[src/rtl/adc_cmp_pkg.sv]
package adc_cmp_pkg;

    localparam int RES_W = 12;
    localparam int CH_W  = 5;
    localparam int MC_W  = 4;
    localparam int CNT_W = MC_W + 1;
    localparam int CFG_W = 32;

    typedef struct packed {
        logic [RES_W-1:0] thresh;
        logic             window;
        logic [MC_W-1:0]  need;
        logic [CH_W-1:0]  chan;
        logic             ge_mode;
        logic             irq_en;
        logic             enable;
    } cmp_cfg_t;

    function automatic logic meets(input logic ge_mode,
                                   input logic [RES_W-1:0] thresh,
                                   input logic [RES_W-1:0] data);
        return ge_mode ? (data >= thresh) : (data < thresh);
    endfunction

endpackage

[src/rtl/adc_cmp_cond.sv]
module adc_cmp_cond
    import adc_cmp_pkg::*;
(
    input  logic             ge_mode_i,
    input  logic [RES_W-1:0] thresh_i,
    input  logic [RES_W-1:0] data_i,
    output logic             ok_o
);
    always_comb ok_o = meets(ge_mode_i, thresh_i, data_i);
endmodule

[src/rtl/adc_cmp_unit.sv]
module adc_cmp_unit
    import adc_cmp_pkg::*;
#(
    parameter bit HAS_WINDOW = 1'b0
) (
    input  logic             clk,
    input  logic             rst,
    input  logic             res_vld_i,
    input  logic [CH_W-1:0]  res_chan_i,
    input  logic             cfg_we_i,
    input  logic [CFG_W-1:0] cfg_wdata_i,
    input  logic             flag_clr_i,
    input  logic             self_ok_i,
    input  logic             peer_ok_i,
    output logic [RES_W-1:0] thresh_o,
    output logic             ge_mode_o,
    output logic             irq_en_o,
    output logic             flag_o
);
    cmp_cfg_t          cfg_q, cfg_d;
    logic [CNT_W-1:0]  cnt_q, cnt_inc, goal;
    logic              flag_q, sel_hit, met, reached, set_evt;
    logic              unused_rsvd;

    assign unused_rsvd = ^{cfg_wdata_i[31:28], cfg_wdata_i[14:12]};

    always_comb begin
        cfg_d.enable  = cfg_wdata_i[0];
        cfg_d.irq_en  = cfg_wdata_i[1];
        cfg_d.ge_mode = cfg_wdata_i[2];
        cfg_d.chan    = cfg_wdata_i[7:3];
        cfg_d.need    = cfg_wdata_i[11:8];
        cfg_d.window  = HAS_WINDOW ? cfg_wdata_i[15] : 1'b0;
        cfg_d.thresh  = cfg_wdata_i[27:16];
    end

    always_comb begin
        sel_hit = res_vld_i && cfg_q.enable && (res_chan_i == cfg_q.chan);
        met     = (HAS_WINDOW && cfg_q.window) ? (self_ok_i && peer_ok_i) : self_ok_i;
        cnt_inc = cnt_q + CNT_W'(1);
        goal    = CNT_W'(cfg_q.need) + CNT_W'(1);
        reached = sel_hit && met && (cnt_inc == goal);
        set_evt = reached && !cfg_we_i;
    end

    always_ff @(posedge clk) begin
        if (rst) begin
            cfg_q  <= '0;
            cnt_q  <= '0;
            flag_q <= 1'b0;
        end else begin
            if (cfg_we_i) begin
                cfg_q <= cfg_d;
                cnt_q <= '0;
            end else if (sel_hit) begin
                cnt_q <= (met && !reached) ? cnt_inc : '0;
            end
            if (set_evt)         flag_q <= 1'b1;
            else if (flag_clr_i) flag_q <= 1'b0;
        end
    end

    assign thresh_o  = cfg_q.thresh;
    assign ge_mode_o = cfg_q.ge_mode;
    assign irq_en_o  = cfg_q.irq_en;
    assign flag_o    = flag_q;

    assert_cnt_below_goal_R4: assert property (@(posedge clk) disable iff (rst)
        cnt_q <= CNT_W'(cfg_q.need));

    assert_write_zeroes_count_R1: assert property (@(posedge clk) disable iff (rst)
        cfg_we_i |=> (cnt_q == '0));

    assert_flag_needs_result_R2: assert property (@(posedge clk) disable iff (rst)
        $rose(flag_o) |-> ($past(res_vld_i) && $past(cfg_q.enable)));

    assert_clear_without_event_R6: assert property (@(posedge clk) disable iff (rst)
        (flag_clr_i && !res_vld_i) |=> !flag_o);
endmodule

[src/rtl/adc_result_compare.sv]
module adc_result_compare
    import adc_cmp_pkg::*;
#(
    parameter int N_UNITS = 2
) (
    input  logic               clk,
    input  logic               rst,
    input  logic               res_vld,
    input  logic [CH_W-1:0]    res_chan,
    input  logic [RES_W-1:0]   res_data,
    input  logic [N_UNITS-1:0] cfg_we,
    input  logic [CFG_W-1:0]   cfg_wdata,
    input  logic [N_UNITS-1:0] flag_clr,
    output logic [N_UNITS-1:0] cmp_flag,
    output logic               cmp_irq
);
    localparam int PEER = (N_UNITS > 1) ? 1 : 0;

    logic [RES_W-1:0]   thresh [N_UNITS];
    logic [N_UNITS-1:0] ge_mode, irq_en, ok;

    for (genvar u = 0; u < N_UNITS; u++) begin : g_unit
        adc_cmp_cond cond_i (
            .ge_mode_i (ge_mode[u]),
            .thresh_i  (thresh[u]),
            .data_i    (res_data),
            .ok_o      (ok[u])
        );
        adc_cmp_unit #(.HAS_WINDOW(u == 0 && N_UNITS > 1)) unit_i (
            .clk         (clk),
            .rst         (rst),
            .res_vld_i   (res_vld),
            .res_chan_i  (res_chan),
            .cfg_we_i    (cfg_we[u]),
            .cfg_wdata_i (cfg_wdata),
            .flag_clr_i  (flag_clr[u]),
            .self_ok_i   (ok[u]),
            .peer_ok_i   (ok[PEER]),
            .thresh_o    (thresh[u]),
            .ge_mode_o   (ge_mode[u]),
            .irq_en_o    (irq_en[u]),
            .flag_o      (cmp_flag[u])
        );
    end

    assign cmp_irq = |(cmp_flag & irq_en);

    assert_irq_needs_flag_R7: assert property (@(posedge clk) disable iff (rst)
        cmp_irq |-> (cmp_flag != '0));

    assert_flags_clear_after_reset_R10: assert property (@(posedge clk)
        rst |=> (cmp_flag == '0));
endmodule

[config.mk]
export PLATFORM = sky130hd
export DESIGN_NAME = adc_result_compare
export DESIGN_NICKNAME = d
export VERILOG_FILES = /design/src/rtl/adc_cmp_pkg.sv /design/src/rtl/adc_cmp_cond.sv /design/src/rtl/adc_cmp_unit.sv /design/src/rtl/adc_result_compare.sv
export SDC_FILE = /design/constraint.sdc
export NUM_CORES = 1
export LEC_CHECK = 0
export BUFFER_PORTS_ARGS = -buffer_cell sky130_fd_sc_hd__buf_2
export CAP_MARGIN = 20
export CORE_ASPECT_RATIO = 1.5
export CORE_MARGIN = 2
export CORE_UTILIZATION = 45
export DETAILED_ROUTE_END_ITERATION = 12
export PLACE_DENSITY = 0.8
export SLEW_MARGIN = 40
export SYNTH_ARGS = -nofsm -noshare
export SYNTH_HDL_FRONTEND = slang
export SYNTH_SLANG_ARGS = --single-unit
export TNS_END_PERCENT = 30
[constraint.sdc]
create_clock -name clk -period 2.11 [get_ports clk]
set_input_delay 0.1055 -clock clk [delete_from_list [all_inputs] [get_ports clk]]
set_output_delay 0.1055 -clock clk [all_outputs]
set_load 0.01 [all_outputs]
== Yosys cells after proc, flatten, opt, wreduce, memory -nomap -nowiden ==
Cells that the tools add are included.
Word-level totals
  register bits: 61
  output and inout bits: 3
  input port bits: 56
Cells by class
  mux-type cells: 9
  eq/ne operators: 4
  add/subtract/negate cells: 4
  $lt $le $gt $ge: 4
  bitwise logic cells: 1
  reduce and logical (&&, ||, !) cells: 22
Operator list (count)
  12-bit >= comparator: 2
  12-bit less-than comparator: 2
  5-bit == test: 4
  1-bit logical AND: 13
  4-bit by 1-bit adder with 5-bit output, second input constant: 2
  5-bit by 1-bit adder with 5-bit output, second input constant: 2
  5-bit 2-to-1 mux: 2
  1-bit 2-to-1 mux: 7
  2-bit OR reduction: 3
  1-bit logical NOT: 4
  2-bit nonzero test: 2
  2-bit AND: 1

== Longest topological paths before layout ==
Gate-level depths: netlist (run 1).
  depth after elaboration: 9
  mapped depth: 9

== By module ==
A second synthesis (run 1) with hierarchy kept.
Unflattened totals
  cell total of the unflattened synthesis: 384
  area total of the unflattened synthesis: 3539.6 µm²
Modules (own cells, without submodules)
  adc_cmp_unit (g_unit[0].unit_i): cells an instance 152, area each 1452.6 µm², instances 1
  adc_cmp_unit (g_unit[1].unit_i): cells an instance 147, area each 1447.6 µm², instances 1
  adc_cmp_cond: cells an instance 42, area each 315.3 µm², instances 2
  adc_result_compare: cells an instance 1, area each 8.8 µm², instances 1

== Worst setup path after synthesis (run 1) ==
No wires, ideal clock.
  path kind: register to register
  start: register g_unit[0].unit_i.cfg_q, in the netlist g_unit[0].unit_i.thresh_o[10]
  end: register g_unit[0].unit_i.cnt_q[3]
  stages on the path, launching flop included: 10
  slack: 5 ps
  period minus slack after synthesis: 2105 ps
  arrival: 2047 ps
  cells stage by stage: dfxtp_1 -> inv_1 -> ha_1 -> a21oi_1 -> nand2_1 -> a221oi_2 -> mux2i_1 -> a2111o_1 -> a2111oi_1 -> a21o_1
On the way
  cells in the longest elaborated chain, start to end: 9
RTL lines
  start: declaration: RTL line adc_cmp_unit.sv:20  | cmp_cfg_t cfg_q, cfg_d;
  start signal: assignment: RTL line adc_cmp_unit.sv:53  | cfg_q <= cfg_d;
  12-bit less-than comparator / 12-bit >= comparator (equally long branches): RTL line adc_cmp_pkg.sv:22  | return ge_mode ? (data >= thresh) : (data < thresh);
  1-bit 2-to-1 mux *: RTL line adc_cmp_pkg.sv:22
  1-bit logical AND: RTL line adc_cmp_unit.sv:39  | met = (HAS_WINDOW && cfg_q.window) ? (self_ok_i && peer_ok_i) : self_ok_i;
  1-bit 2-to-1 mux *: RTL line adc_cmp_unit.sv:39
  1-bit logical AND (2 in series): RTL line adc_cmp_unit.sv:42  | reached = sel_hit && met && (cnt_inc == goal);
  1-bit logical NOT: RTL line adc_cmp_unit.sv:56  | cnt_q <= (met && !reached) ? cnt_inc : '0;
  1-bit logical AND *: RTL line adc_cmp_unit.sv:56
  5-bit 2-to-1 mux *: RTL line adc_cmp_unit.sv:56
  end signal: assignment: RTL line adc_cmp_unit.sv:56
  end: declaration: RTL line adc_cmp_unit.sv:21  | logic [CNT_W-1:0] cnt_q, cnt_inc, goal;
Every way passes the cells marked *; elsewhere a longest branch is shown, timed or not.
A chain may end at the register's enable or synchronous reset.

== Worst setup path after layout (run 1) ==
  start: register g_unit[1].unit_i.cfg_q, in the netlist g_unit[1].unit_i.thresh_o[7]
  end: register g_unit[0].unit_i.flag_q
On the way
  cells in the longest elaborated chain, start to end: 8
RTL lines
  start: declaration: RTL line adc_cmp_unit.sv:20
  start signal: assignment: RTL line adc_cmp_unit.sv:53
  12-bit less-than comparator / 12-bit >= comparator (equally long branches): RTL line adc_cmp_pkg.sv:22
  1-bit 2-to-1 mux *: RTL line adc_cmp_pkg.sv:22
  1-bit logical AND *: RTL line adc_cmp_unit.sv:39
  1-bit 2-to-1 mux *: RTL line adc_cmp_unit.sv:39
  1-bit logical AND * (2 in series): RTL line adc_cmp_unit.sv:42
  1-bit logical AND *: RTL line adc_cmp_unit.sv:43  | set_evt = reached && !cfg_we_i;
  1-bit 2-to-1 mux / 2-bit nonzero test (equally long branches)
  end signal: assignment: RTL line adc_cmp_unit.sv:50  | flag_q <= 1'b0;
  end signal: assignment: RTL line adc_cmp_unit.sv:58  | if (set_evt) flag_q <= 1'b1;
  end signal: assignment: RTL line adc_cmp_unit.sv:59  | else if (flag_clr_i) flag_q <= 1'b0;
  end: declaration: RTL line adc_cmp_unit.sv:22  | logic flag_q, sel_hit, met, reached, set_evt;
Marked as above.

==> impl_metrics.csv, run 1 <==
group,metric,value,unit
outcome,status,"complete, but fails checks",
outcome,violations,"setup timing",
cts,htree_levels,3,
detailed_routing,drtAntennaViolNets,0,
power,seq_power_share,0.442,
die,die_w,74.5,µm
worst_setup_path,crit_slowest_cell,"a221oi_1",
die,ioPinCount,59,
timing,relSlewSlack,0.584,
worst_setup_path,worst_ep_arrival_time,2.45,ns
power,internal-power,0.00208,W
global_routing,grt_pass1_vias,2729,
logic_synthesis,synth_enable_flop_cells,0,
cts,cts_root_buffer,"clkbuf_8",
worst_setup_path,path_class,"flip-flop to flip-flop",
timing,setup-tns-final,-0.516,ns
worst_hold_path,hold_class,"input pin to flip-flop",
worst_setup_path,reg2reg_from,"g_unit[1].unit_i.thresh_o[7]",
logic_synthesis,ys_seq_elements,61,
worst_hold_path,whs_path_depth,3,
cells_and_area,nFillCells,641,
die,fp.coreArea,7230,µm²
detailed_routing,vias_per_cell,5.22,
timing,rsz0062_at_grt,"yes",
die,dieArea,8170,µm²
timing,finClkSkew,0.00923,ns
die,start_util,0.464,
logic_synthesis,syn-num-nets,450,
logic_synthesis,syn-cell-area,3350,µm²
worst_setup_path,endpoint_kind,"flip-flop",
cells_and_area,area_growth,25.3,%
detailed_routing,routed_wl,7540,µm
worst_setup_path,rr_worst_depth,9,
worst_setup_path,rrSetupSlack,-0.11,ns
detailed_routing,drt_drc_violations_left,0,
cts,cts_tree,"built",
logic_synthesis,yosysWarnings,0,
worst_hold_path,whs_endpoint,"g_unit[0].unit_i.cfg_q[10]",
timing,hold_violations,0,
timing,finalCriticalPeriod,2.22,ns
cts,cts_max_path_buffers,2,
worst_setup_path,cpPeakStageDelay,0.34,ns
logic_synthesis,synth-seq-area-share,0.364,
logic_synthesis,postSynthAreaPerCell,9.16,µm²
job,cap_violations,0,
power,power.total,0.00282,W
logic_synthesis,synth_top_flop_cell,"dfxtp_1",
worst_setup_path,crit_buf_inv,2,
worst_setup_path,path_max_fanout,5,
cells_and_area,drive_gt1_frac,0.266,
power,combPwrFrac,0.171,
place,dpl.hpwl,5400,µm
place,port_buffers,51,
global_routing,track_usage,0.197,
worst_setup_path,cp.depth,9,
timing,layout_setup_ws,-0.107,ns
power,leakage,1.88,nW
power,ir_worst_vdd,0.463,mV
cells_and_area,antennaDiodeCount,0,
global_routing,grt_pass1_wl,12100,µm
cts,clk_latency,0.35,ns
cells_and_area,fin_util,0.581,
place,place.gp.congestion,0.830,
detailed_routing,wl_per_cell,14.2,µm
logic_synthesis,synthCells,366,
place,place_ws,-0.197,ns
timing,drv_slew,0,
worst_setup_path,crit_path_start_kind,"flip-flop",
worst_setup_path,crit_family,"compound AO/OA/AOI/OAI gates",
power,p_switching,0.000742,W
global_routing,grt_overflow_total,0,
logic_synthesis,async_reset_ff_frac,0,
timing,post-route-period-util,1.05,
timing,tightestPinTransition,0.619,ns
worst_hold_path,holdCritStartpoint,"cfg_wdata[10]",
die,fp.dieH,110,µm
detailed_routing,via_count,2775,
detailed_routing,drt-pass1-iter-count,4,
power,power_density,671,nW/µm²
die,num_rows,38,
cells_and_area,nets,511,
cts,clock-sinks,61,
timing,worst_hold_slack,0.0164,ns
global_routing,antenna_found_initial,0,
worst_setup_path,reg2reg_to,"g_unit[0].unit_i.flag_o",
worst_setup_path,required,2.35,ns
cts,cts_buffers,9,
timing,max_clock_freq,0.451,GHz
worst_setup_path,cp_cell_sequence,"inv_1 -> ha_1 -> nand4_1 -> o21bai_1 -> a221oi_1 -> buf_4 -> o21a_4 -> nor2_1 -> a22o_1",
power,switching_share,0.263,
cts,clk_pin_slew,0.07,ns
power,power.share.clock,0.387,
detailed_routing,drt_iter0_drc,110,
timing,setup_violations,9,
logic_synthesis,yosysUniqueCellTypes,44,
global_routing,grt_start_max_net_pins,32,
[power by group through the flow]
stage	logic (W)	clock network (W)	registers, W
2_1_floorplan	0.000281	0	0.00126
3_3_place_gp	0.000397	0	0.00127
6_report	0.000483	0.00109	0.00125
5_1_grt	0.000537	0.00116	0.00125
4_1_cts	0.000456	0.00111	0.00125
3_5_place_dp	0.000409	0	0.00127
[cell usage after synthesis (8+ instances only)]
cell type | n | area [µm²]
inv_1 | 25 | 93.8
xor2_1 | 10 | 87.6
ha_1 | 28 | 350
mux2i_1 | 50 | 500
a21oi_1 | 8 | 40.0
nand3_1 | 11 | 55.1
nand2_1 | 16 | 60.1
clkbuf_1 | 12 | 45.0
dfxtp_1 | 61 | 1220
nor3_1 | 8 | 40.0
xnor2_1 | 15 | 131
nor2_1 | 62 | 233
[layer usage]
| metal | vias up | GRT usage | part of all wire |
|---|---|---|---|
| li1 | 1392 | - | - |
| met1 | 1306 | 0.212 | 0.41 |
| met2 | 64 | 0.340 | 0.52 |
| met3 | 13 | 0.0587 | 0.042 |
| met4 | 0 | 0.102 | 0.031 |
| met5 | - | 0 | 0 |
[logic make-up after synthesis]
logic type      synth area share
xor+xnor                  0.0791
fa+ha+maj                  0.105
buf+inv                   0.0482
compound gates            0.0885
mux                        0.149
simple gates               0.166
flops                      0.364
[metrics by stage]
| stage | std cells | area, µm² |
|---|---|---|
| after CTS | 531 | 4100 |
| after global routing | 532 | 4200 |
| after floorplan | 366 | 3350 |
| after detailed placement | 510 | 3730 |
| final | 532 | 4200 |
| after global placement | 510 | 3730 |
[tightest hold or removal path, cell delays in order]
cell	delay [ns]
buf_2	0.09
mux2i_1	0.06
nor2_1	0.07
[flip-flops by register name, summed over array words and instances (netlist names)]
name,cells
g_unit.unit_i.thresh_o,24
g_unit.unit_i.ge_mode_o,2
g_unit.unit_i.flag_o,2
g_unit.unit_i.cfg_q,21
g_unit.unit_i.cnt_q,10
g_unit.unit_i.irq_en_o,2
[what timing repair did]
action                                  4_1_cts  5_1_grt
hold buffers                                  3        0
buffers inserted                              2        1
endpoints found under the setup margin       10       12
resized for setup                            27       12
pin swaps                                     8        8
endpoints found under the hold margin         3        0
[worst max path at each step]
stage | from | to | slack [ns]
after floorplan | g_unit[0].unit_i.thresh_o[10] | g_unit[0].unit_i.cnt_q[3] | 0.005
after global placement | g_unit[0].unit_i.thresh_o[5] | g_unit[0].unit_i.cnt_q[4] | -0.11
after detailed placement | g_unit[0].unit_i.thresh_o[10] | g_unit[0].unit_i.cnt_q[3] | -0.20
after CTS | g_unit[0].unit_i.thresh_o[10] | g_unit[0].unit_i.cnt_q[4] | -0.05
after global routing | g_unit[1].unit_i.thresh_o[7] | g_unit[0].unit_i.cnt_q[1] | -0.24
final | g_unit[1].unit_i.thresh_o[7] | g_unit[0].unit_i.flag_o | -0.11
[final cells by class]
cell class	count	area, µm²	share of cell area
timing repair buffer	66	383	0.0911
sequential	61	1230	0.293
clock buffer	12	165	0.0393
multi-input combinational	264	2160	0.514
inverter	25	93.8	0.0223
clock inverter	4	45.0	0.0107
tap	100	125	0.0298
[cell usage in the layout, fill, tap and decap left out, drive strengths merged, types with 2 or more instances in the layout]
cell type / instances
dlygate4sd3: 3
or2: 2
a22oi: 3
nor2: 62
o21a: 3
inv: 25
dfxtp: 61
nand2: 16
buf: 63
nor4: 3
clkinv: 3
a2111oi: 4
ha: 28
nor2b: 4
nand2b: 3
nor3: 8
clkbuf: 12
a22o: 3
o21ai: 4
xor2: 10
a21oi: 8
and4: 2
mux2i: 50
xnor2: 15
nand4: 6
nand3: 11
nor3b: 2
a21o: 4
a221oi: 2
No activity file was read; power rests on OpenSTA's default activity.
==> inputs of run 2 (changes only) <==
Settings changed: ABC_AREA set to 1, BUFFER_PORTS_ARGS -buffer_cell sky130_fd_sc_hd__buf_2 to -buffer_cell sky130_fd_sc_hd__clkbuf_2.
==> run 2 against run 1 <==
Net effect: the flow now finishes without violations; worst hold slack got worse by 0.0038 ns; first-iteration DRC count increased by 7.3%; sequential share of layout area about the same; register-to-register slack improved by 0.42 ns; count of clock-buffer cells in the layout decreased by 1; final area decreased by 0.83%; fmax increased by 23%; routed wire length increased by 5.4%; critical path depth increased by 3; largest cell class unchanged.
==> impl_metrics.csv, run 2 <==
group,metric,value,unit
power,leakage,1.99,nW
cts,clock-sinks,61,
worst_setup_path,crit_slowest_cell,"dfxtp_1",
logic_synthesis,yosysTopAreaCellShare,0.354,
worst_setup_path,endpoint_kind,"flip-flop",
logic_synthesis,postSynthAreaPerCell,6.88,µm²
logic_synthesis,async_reset_ff_frac,0,
worst_setup_path,cp_common_cell,"nand2_1",
timing,relSlewSlack,0.653,
cells_and_area,drive_gt1_frac,0.159,
global_routing,grt_overflow_total,0,
detailed_routing,drt_iter0_drc,118,
worst_setup_path,crit_buf_inv,2,
die,num_rows,39,
logic_synthesis,ys_seq_elements,61,
global_routing,grt.met2_usage,0.369,
cts,cts_resized,0,
timing,tightestPinTransition,0.521,ns
detailed_routing,drt-pass1-iter-count,4,
timing,post-route-period-util,0.851,
timing,max_clock_freq,0.557,GHz
worst_hold_path,hold_class,"input pin to flip-flop",
logic_synthesis,synth_top_flop_cell,"dfxtp_1",
cts,cts.hold.buffers_added,0,
global_routing,grt_util_met1,0.210,
detailed_routing,drtAntennaViolNets,0,
outcome,status,"finished clean",
cells_and_area,nets,633,
global_routing,top_usage_layer,"met2",
die,die_w,75.5,µm
timing,setup-tns-final,0,ns
die,dieArea,8390,µm²
place,dpl.hpwl,5930,µm
timing,rsz0062_at_grt,"no",
cts,htree_levels,3,
detailed_routing,drt_drc_violations_left,0,
cts,cts_root_buffer,"clkbuf_16",
logic_synthesis,synthCells,501,
worst_setup_path,path_max_fanout,6,
logic_synthesis,synth_enable_flop_cells,0,
power,ir_worst_vdd,0.622,mV
logic_synthesis,synth_top_area_cell,"dfxtp_1",
die,fp.coreArea,7510,µm²
global_routing,antenna_found_initial,0,
logic_synthesis,synth-seq-area-share,0.354,
worst_setup_path,path_class,"flip-flop to flip-flop",
global_routing,use_met3,0.0491,
worst_setup_path,reg2reg_from,"g_unit[0].unit_i.thresh_o[11]",
cts,clk_latency,0.34,ns
worst_setup_path,reg2reg_to,"g_unit[0].unit_i.cnt_q[1]",
cells_and_area,largest_register_ffs,24,
detailed_routing,via_count,3344,
timing,finalCriticalPeriod,1.79,ns
logic_synthesis,syn-cell-area,3450,µm²
cts,clk_pin_slew,0.06,ns
cts,cts_max_path_buffers,2,
power,power_density,828,nW/µm²
cells_and_area,mostFrequentLayoutCells,"nand2_1 (84), nor2_1 (71), inv_1 (67)",
worst_setup_path,cpPeakStageDelay,0.30,ns
cells_and_area,antennaDiodeCount,0,
cts,cts_tree,"built",
worst_setup_path,required,2.37,ns
power,power.total,0.00345,W
worst_setup_path,rr_worst_depth,12,
worst_setup_path,crit_family,"simple AND/OR/NAND/NOR gates",
cells_and_area,final_common_cell,"nand2_1",
detailed_routing,vias_per_cell,5.10,
worst_hold_path,holdCritStartpoint,"cfg_wdata[15]",
cells_and_area,nFillCells,715,
cts,cts_buffers,9,
global_routing,grt_pass1_wl,13500,µm
detailed_routing,routed_wl,7950,µm
cts,post_cts_buffers,0,
global_routing,grt_pass1_vias,3285,
die,fp.dieH,111,µm
worst_hold_path,whs_path_depth,3,
worst_hold_path,whs_endpoint,"g_unit[0].unit_i.cfg_q[12]",
logic_synthesis,synth_common_cells,"nand2_1 (84), nor2_1 (71), inv_1 (67)",
timing,drv_slew,0,
cells_and_area,area_growth,20.9,%
job,cap_violations,0,
place,place.gp.congestion,0.822,
global_routing,grt_start_max_net_pins,34,
place,port_buffers,51,
logic_synthesis,synth.top_cells.by_area,"dfxtp_1 (35%), ha_1 (10%), nand2_1 (9.2%), nor2_1 (7.7%), o21ai_0 (7.7%)",
worst_setup_path,cp_cell_sequence,"inv_1 -> ha_1 -> nand2_1 -> nor2_1 -> nand2_1 -> inv_1 -> nand2_1 -> nand3_1 -> nand2_1 -> nand2_1 -> nand4_1 -> a21oi_1",
worst_setup_path,worst_ep_arrival_time,2.05,ns
global_routing,track_usage,0.210,
timing,setup_violations,0,
logic_synthesis,yosysWarnings,0,
detailed_routing,wl_per_cell,12.1,µm
die,ioPinCount,59,
worst_setup_path,crit_path_start_kind,"flip-flop",
logic_synthesis,syn-num-nets,585,
timing,hold_violations,0,
die,start_util,0.459,
logic_synthesis,yosysUniqueCellTypes,30,
worst_setup_path,rrSetupSlack,0.32,ns
timing,finClkSkew,0.00616,ns
logic_synthesis,synth.most_common_cell,"nand2_1",
[run 2: cell count changes after synthesis, moves of 9 or more]
| cell | change |
|---|---|
| xnor2_1 | -13 |
| inv_1 | +42 |
| o21ai_0 | +50 |
| a21oi_1 | +41 |
| nor2_1 | +9 |
| nand2_1 | +68 |
| mux2i_1 | -50 |
[run 2: how the worst max path moves through the flow]
stage                                        startpoint                         to  slack, ns  depth (start not counted)
final                     g_unit[0].unit_i.thresh_o[11]  g_unit[0].unit_i.cnt_q[1]       0.32                         12
after global routing       g_unit[0].unit_i.thresh_o[9]  g_unit[0].unit_i.cnt_q[1]       0.11                         12
after CTS                 g_unit[0].unit_i.thresh_o[11]  g_unit[0].unit_i.cnt_q[1]       0.31                         12
after detailed placement  g_unit[0].unit_i.thresh_o[11]  g_unit[0].unit_i.cnt_q[3]       0.37                         12
after global placement    g_unit[0].unit_i.thresh_o[11]  g_unit[0].unit_i.cnt_q[4]       0.43                         12
after floorplan           g_unit[1].unit_i.thresh_o[11]  g_unit[0].unit_i.cnt_q[0]       0.61                         10
[run 2: cells by family (layout without fill, tap and decap cells)]
group / Yosys count / count (layout) / share of synthesized area
DFF: 61 / 61 / 0.354
and+or+nand+nor: 206 / 206 / 0.265
buffers and inverters: 89 / 142 / 0.0995
xor gates and xnor gates: 7 / 7 / 0.0178
adders and majority gates: 28 / 28 / 0.102
AOI/OAI and AO/OA: 110 / 110 / 0.162
[run 2: worst reg2reg max path, stage by stage (launching register included)]
cell,delay [ns]
dfxtp_1,0.30
inv_1,0.05
ha_1,0.29
nand2_1,0.08
nor2_1,0.21
nand2_1,0.10
inv_1,0.06
nand2_1,0.06
nand3_1,0.06
nand2_1,0.05
nand2_1,0.18
nand4_1,0.12
a21oi_1,0.16
[run 2: layout make-up]
class                   count  area, µm²  area share
clock buffers              11        253      0.0607
clock inverters             5        106      0.0255
inverters                  71        267      0.0640
multi-input cells         351       1880       0.452
flip-flops and latches     61       1220       0.293
well taps                 102        128      0.0306
repair buffers             55        310      0.0745
[run 2: stage by stage]
| stage | setup WS [ns] | hold WS, ns | area, µm² | util | std cells |
|---|---|---|---|---|---|
| 2_1_floorplan | 0.609 | 0.240 | 3450 | - | 501 |
| 3_3_place_gp | 0.434 | 0.350 | 3810 | 0.507 | 640 |
| 3_5_place_dp | 0.370 | 0.358 | 3810 | 0.507 | 640 |
| 4_1_cts | 0.306 | 0.0140 | 4170 | 0.554 | 656 |
| 5_1_grt | 0.114 | 0.0304 | 4170 | 0.554 | 656 |
| 6_report | 0.315 | 0.0126 | 4170 | 0.554 | 656 |
[run 2: layer usage]
layer  routed length [µm]  vias up
met5                    0        -
met4                  334        0
met3                  350       28
met2                 4160       70
met1                 3100     1525
li1                     -     1721
[run 2: where the power goes]
group | total (W) | switching, W | internal (W)
Clock | 0.00175 | 0.000532 | 0.00122
Combinational | 0.000449 | 0.000273 | 0.000177
Sequential | 0.00125 | 0.0000309 | 0.00122
Total | 0.00345 | 0.000836 | 0.00261
==> inputs of run 3 (changes only) <==
Settings changed: CORE_ASPECT_RATIO 1.5 to 1.25, PLACE_DENSITY 0.8 to 0.77, SKIP_CTS_REPAIR_TIMING set to 1.
Clock period 2.11 ns to 2 ns, I/O delays scaled along.
==> run 3 against run 2 <==
Net effect: the flow now finishes with violations (hold timing); largest cell class unchanged; first-iteration DRC count up 5.1%; sequential share of layout area up 0.95 points; worst hold slack worse by 0.014 ns; die area down 0.12%; via count down 1.2%; final cell count down 1.1%; critical path depth unchanged; final area down 3.2%; clock power down 29%; power down 12%; non-clock buffer count up 3; sequential cell count unchanged.
==> impl_metrics.csv, run 3 (synthesis gave the netlist of run 2 again) <==
group,metric,value,unit
outcome,status,"complete, but fails checks",
outcome,violations,"hold timing",
timing,relSlewSlack,0.617,
timing,finalCriticalPeriod,1.72,ns
detailed_routing,drt_iter0_drc,124,
cells_and_area,drive_gt1_frac,0.158,
cells_and_area,fin_cells,649,
cells_and_area,area_growth,17.1,%
cells_and_area,final_common_cell,"nand2_1",
global_routing,track_usage,0.200,
cts,cts_max_path_buffers,2,
die,dieArea,8380,µm²
power,switching_share,0.264,
power,ir_worst_vdd,0.397,mV
cells_and_area,largest_register_ffs,24,
cells_and_area,fin_util,0.545,
detailed_routing,via_count,3305,
timing,setup-tns-final,0,ns
die,fp.dieH,102,µm
detailed_routing,routed_wl,7740,µm
worst_setup_path,cpPeakStageDelay,0.31,ns
worst_setup_path,path_max_fanout,6,
global_routing,antenna_found_initial,0,
power,leakage,1.94,nW
worst_setup_path,cp_common_cell,"nand2_1",
timing,layout_setup_ws,0.277,ns
timing,setup_violations,0,
power,combPwrFrac,0.155,
worst_setup_path,endpoint_kind,"flip-flop",
timing,hold_violations,1,
worst_setup_path,worst_ep_arrival_time,1.99,ns
global_routing,grt_overflow_total,0,
cts,htree_levels,3,
global_routing,grt_pass1_wl,12900,µm
power,p_switching,0.000801,W
cells_and_area,nFillCells,703,
global_routing,grt_start_max_net_pins,39,
power,power.share.clock,0.412,
power,power.total,0.00304,W
timing,post-route-period-util,0.862,
die,ioPinCount,59,
job,cap_violations,0,
die,fp.coreArea,7400,µm²
cts,clk_pin_slew,0.07,ns
die,die_w,82.3,µm
detailed_routing,drt_drc_violations_left,0,
cells_and_area,antennaDiodeCount,0,
cells_and_area,nets,636,
detailed_routing,drt-pass1-iter-count,4,
place,placed_cells,631,
worst_setup_path,path_class,"flip-flop to flip-flop",
worst_setup_path,cp_cell_sequence,"inv_1 -> ha_1 -> nand2_1 -> nor2_1 -> nand2_1 -> inv_1 -> nand2_1 -> nand3_1 -> nand2_1 -> nand2_1 -> nand4_1 -> a21oi_1",
cts,cts_buffers,9,
cells_and_area,mostFrequentLayoutCells,"nand2_1 (84), nor2_1 (71), inv_1 (67)",
worst_setup_path,crit_path_start_kind,"flip-flop",
worst_setup_path,crit_slowest_cell,"dfxtp_1",
power,seq_power_share,0.434,
timing,rsz0062_at_grt,"no",
timing,drv_slew,0,
timing,tightestPinTransition,0.574,ns
place,place.gp.congestion,0.852,
global_routing,grt_pass1_vias,3067,
detailed_routing,vias_per_cell,5.09,
cts,cts_tree,"built",
detailed_routing,drtAntennaViolNets,0,
place,dpl.hpwl,5820,µm
place,place_ws,0.296,ns
power,internal-power,0.00224,W
timing,worst_hold_slack,-0.00159,ns
worst_setup_path,required,2.27,ns
place,port_buffers,51,
power,power_density,753,nW/µm²
timing,max_clock_freq,0.580,GHz
detailed_routing,wl_per_cell,11.9,µm
die,start_util,0.466,
cts,cts_root_buffer,"clkbuf_8",
cts,clock-sinks,61,
die,num_rows,35,
cts,clk_latency,0.34,ns
worst_hold_path,hold_class,"input pin to flip-flop",
worst_setup_path,crit_buf_inv,2,
timing,finClkSkew,0.00785,ns
worst_setup_path,crit_family,"simple AND/OR/NAND/NOR gates",
[run 3: cell types whose count changed in the layout (fill, tap and decap cells not counted), sizes merged]
cell and delta:
clkinv +1, buf +1, dlygate4sd3 +2, bufinv -1, clkbuf +1, clkinvlp -1
[run 3: worst register-to-register path, cell delays in order (launching register included)]
cell     delay, ns
dfxtp_1       0.31
inv_1         0.05
ha_1          0.30
nand2_1       0.08
nor2_1        0.14
nand2_1       0.09
inv_1         0.06
nand2_1       0.06
nand3_1       0.07
nand2_1       0.05
nand2_1       0.18
nand4_1       0.13
a21oi_1       0.14
[run 3: cell type report]
| cell class | count | area [µm²] | share of cell area |
|---|---|---|---|
| clock buffer | 12 | 155 | 0.0384 |
| clock inverter | 4 | 70.1 | 0.0174 |
| inverter | 71 | 267 | 0.0660 |
| multi-input combinational | 351 | 1880 | 0.466 |
| sequential | 61 | 1220 | 0.303 |
| tap | 92 | 115 | 0.0285 |
| timing repair buffer | 58 | 325 | 0.0806 |
[run 3: per-stage QoR]
stage | instance area [µm²] | hold slack, ns
global placement | 3790 | 0.341
finish | 4040 | -0.00159
detailed placement | 3790 | 0.349
floorplan | 3450 | 0.235
CTS | 4020 | -0.0125
global route | 4040 | 0.00109
[run 3: power by group through the flow]
stage | logic [W] | registers, W | clock network (W)
floorplan | 0.000320 | 0.00133 | 0
global placement | 0.000446 | 0.00134 | 0
detailed placement | 0.000465 | 0.00134 | 0
CTS | 0.000469 | 0.00132 | 0.00127
global route | 0.000546 | 0.00132 | 0.00133
finish | 0.000469 | 0.00132 | 0.00125
[run 3: final timing paths]
kind / start / endpoint / slack [ns] / depth (start not counted)
worst max-delay path: g_unit[0].unit_i.thresh_o[11] / g_unit[0].unit_i.cnt_q[0] / 0.28 / 12
worst min-delay path: cfg_wdata[9] / g_unit[1].unit_i.cfg_q[9] / -0.002 / 3
worst max register to register: g_unit[0].unit_i.thresh_o[11] / g_unit[0].unit_i.cnt_q[0] / 0.28 / 12
worst min register to register: g_unit[0].unit_i.thresh_o[5] / g_unit[0].unit_i.thresh_o[5] / 0.46 / 2
[run 3: metal layers]
metal | track usage | share of wire | up-vias | wire [µm]
li1 | - | - | 1726 | -
met1 | 0.238 | 0.43 | 1482 | 3370
met2 | 0.337 | 0.49 | 77 | 3770
met3 | 0.0512 | 0.050 | 20 | 387
met4 | 0.0872 | 0.028 | 0 | 218
met5 | 0 | 0 | - | 0
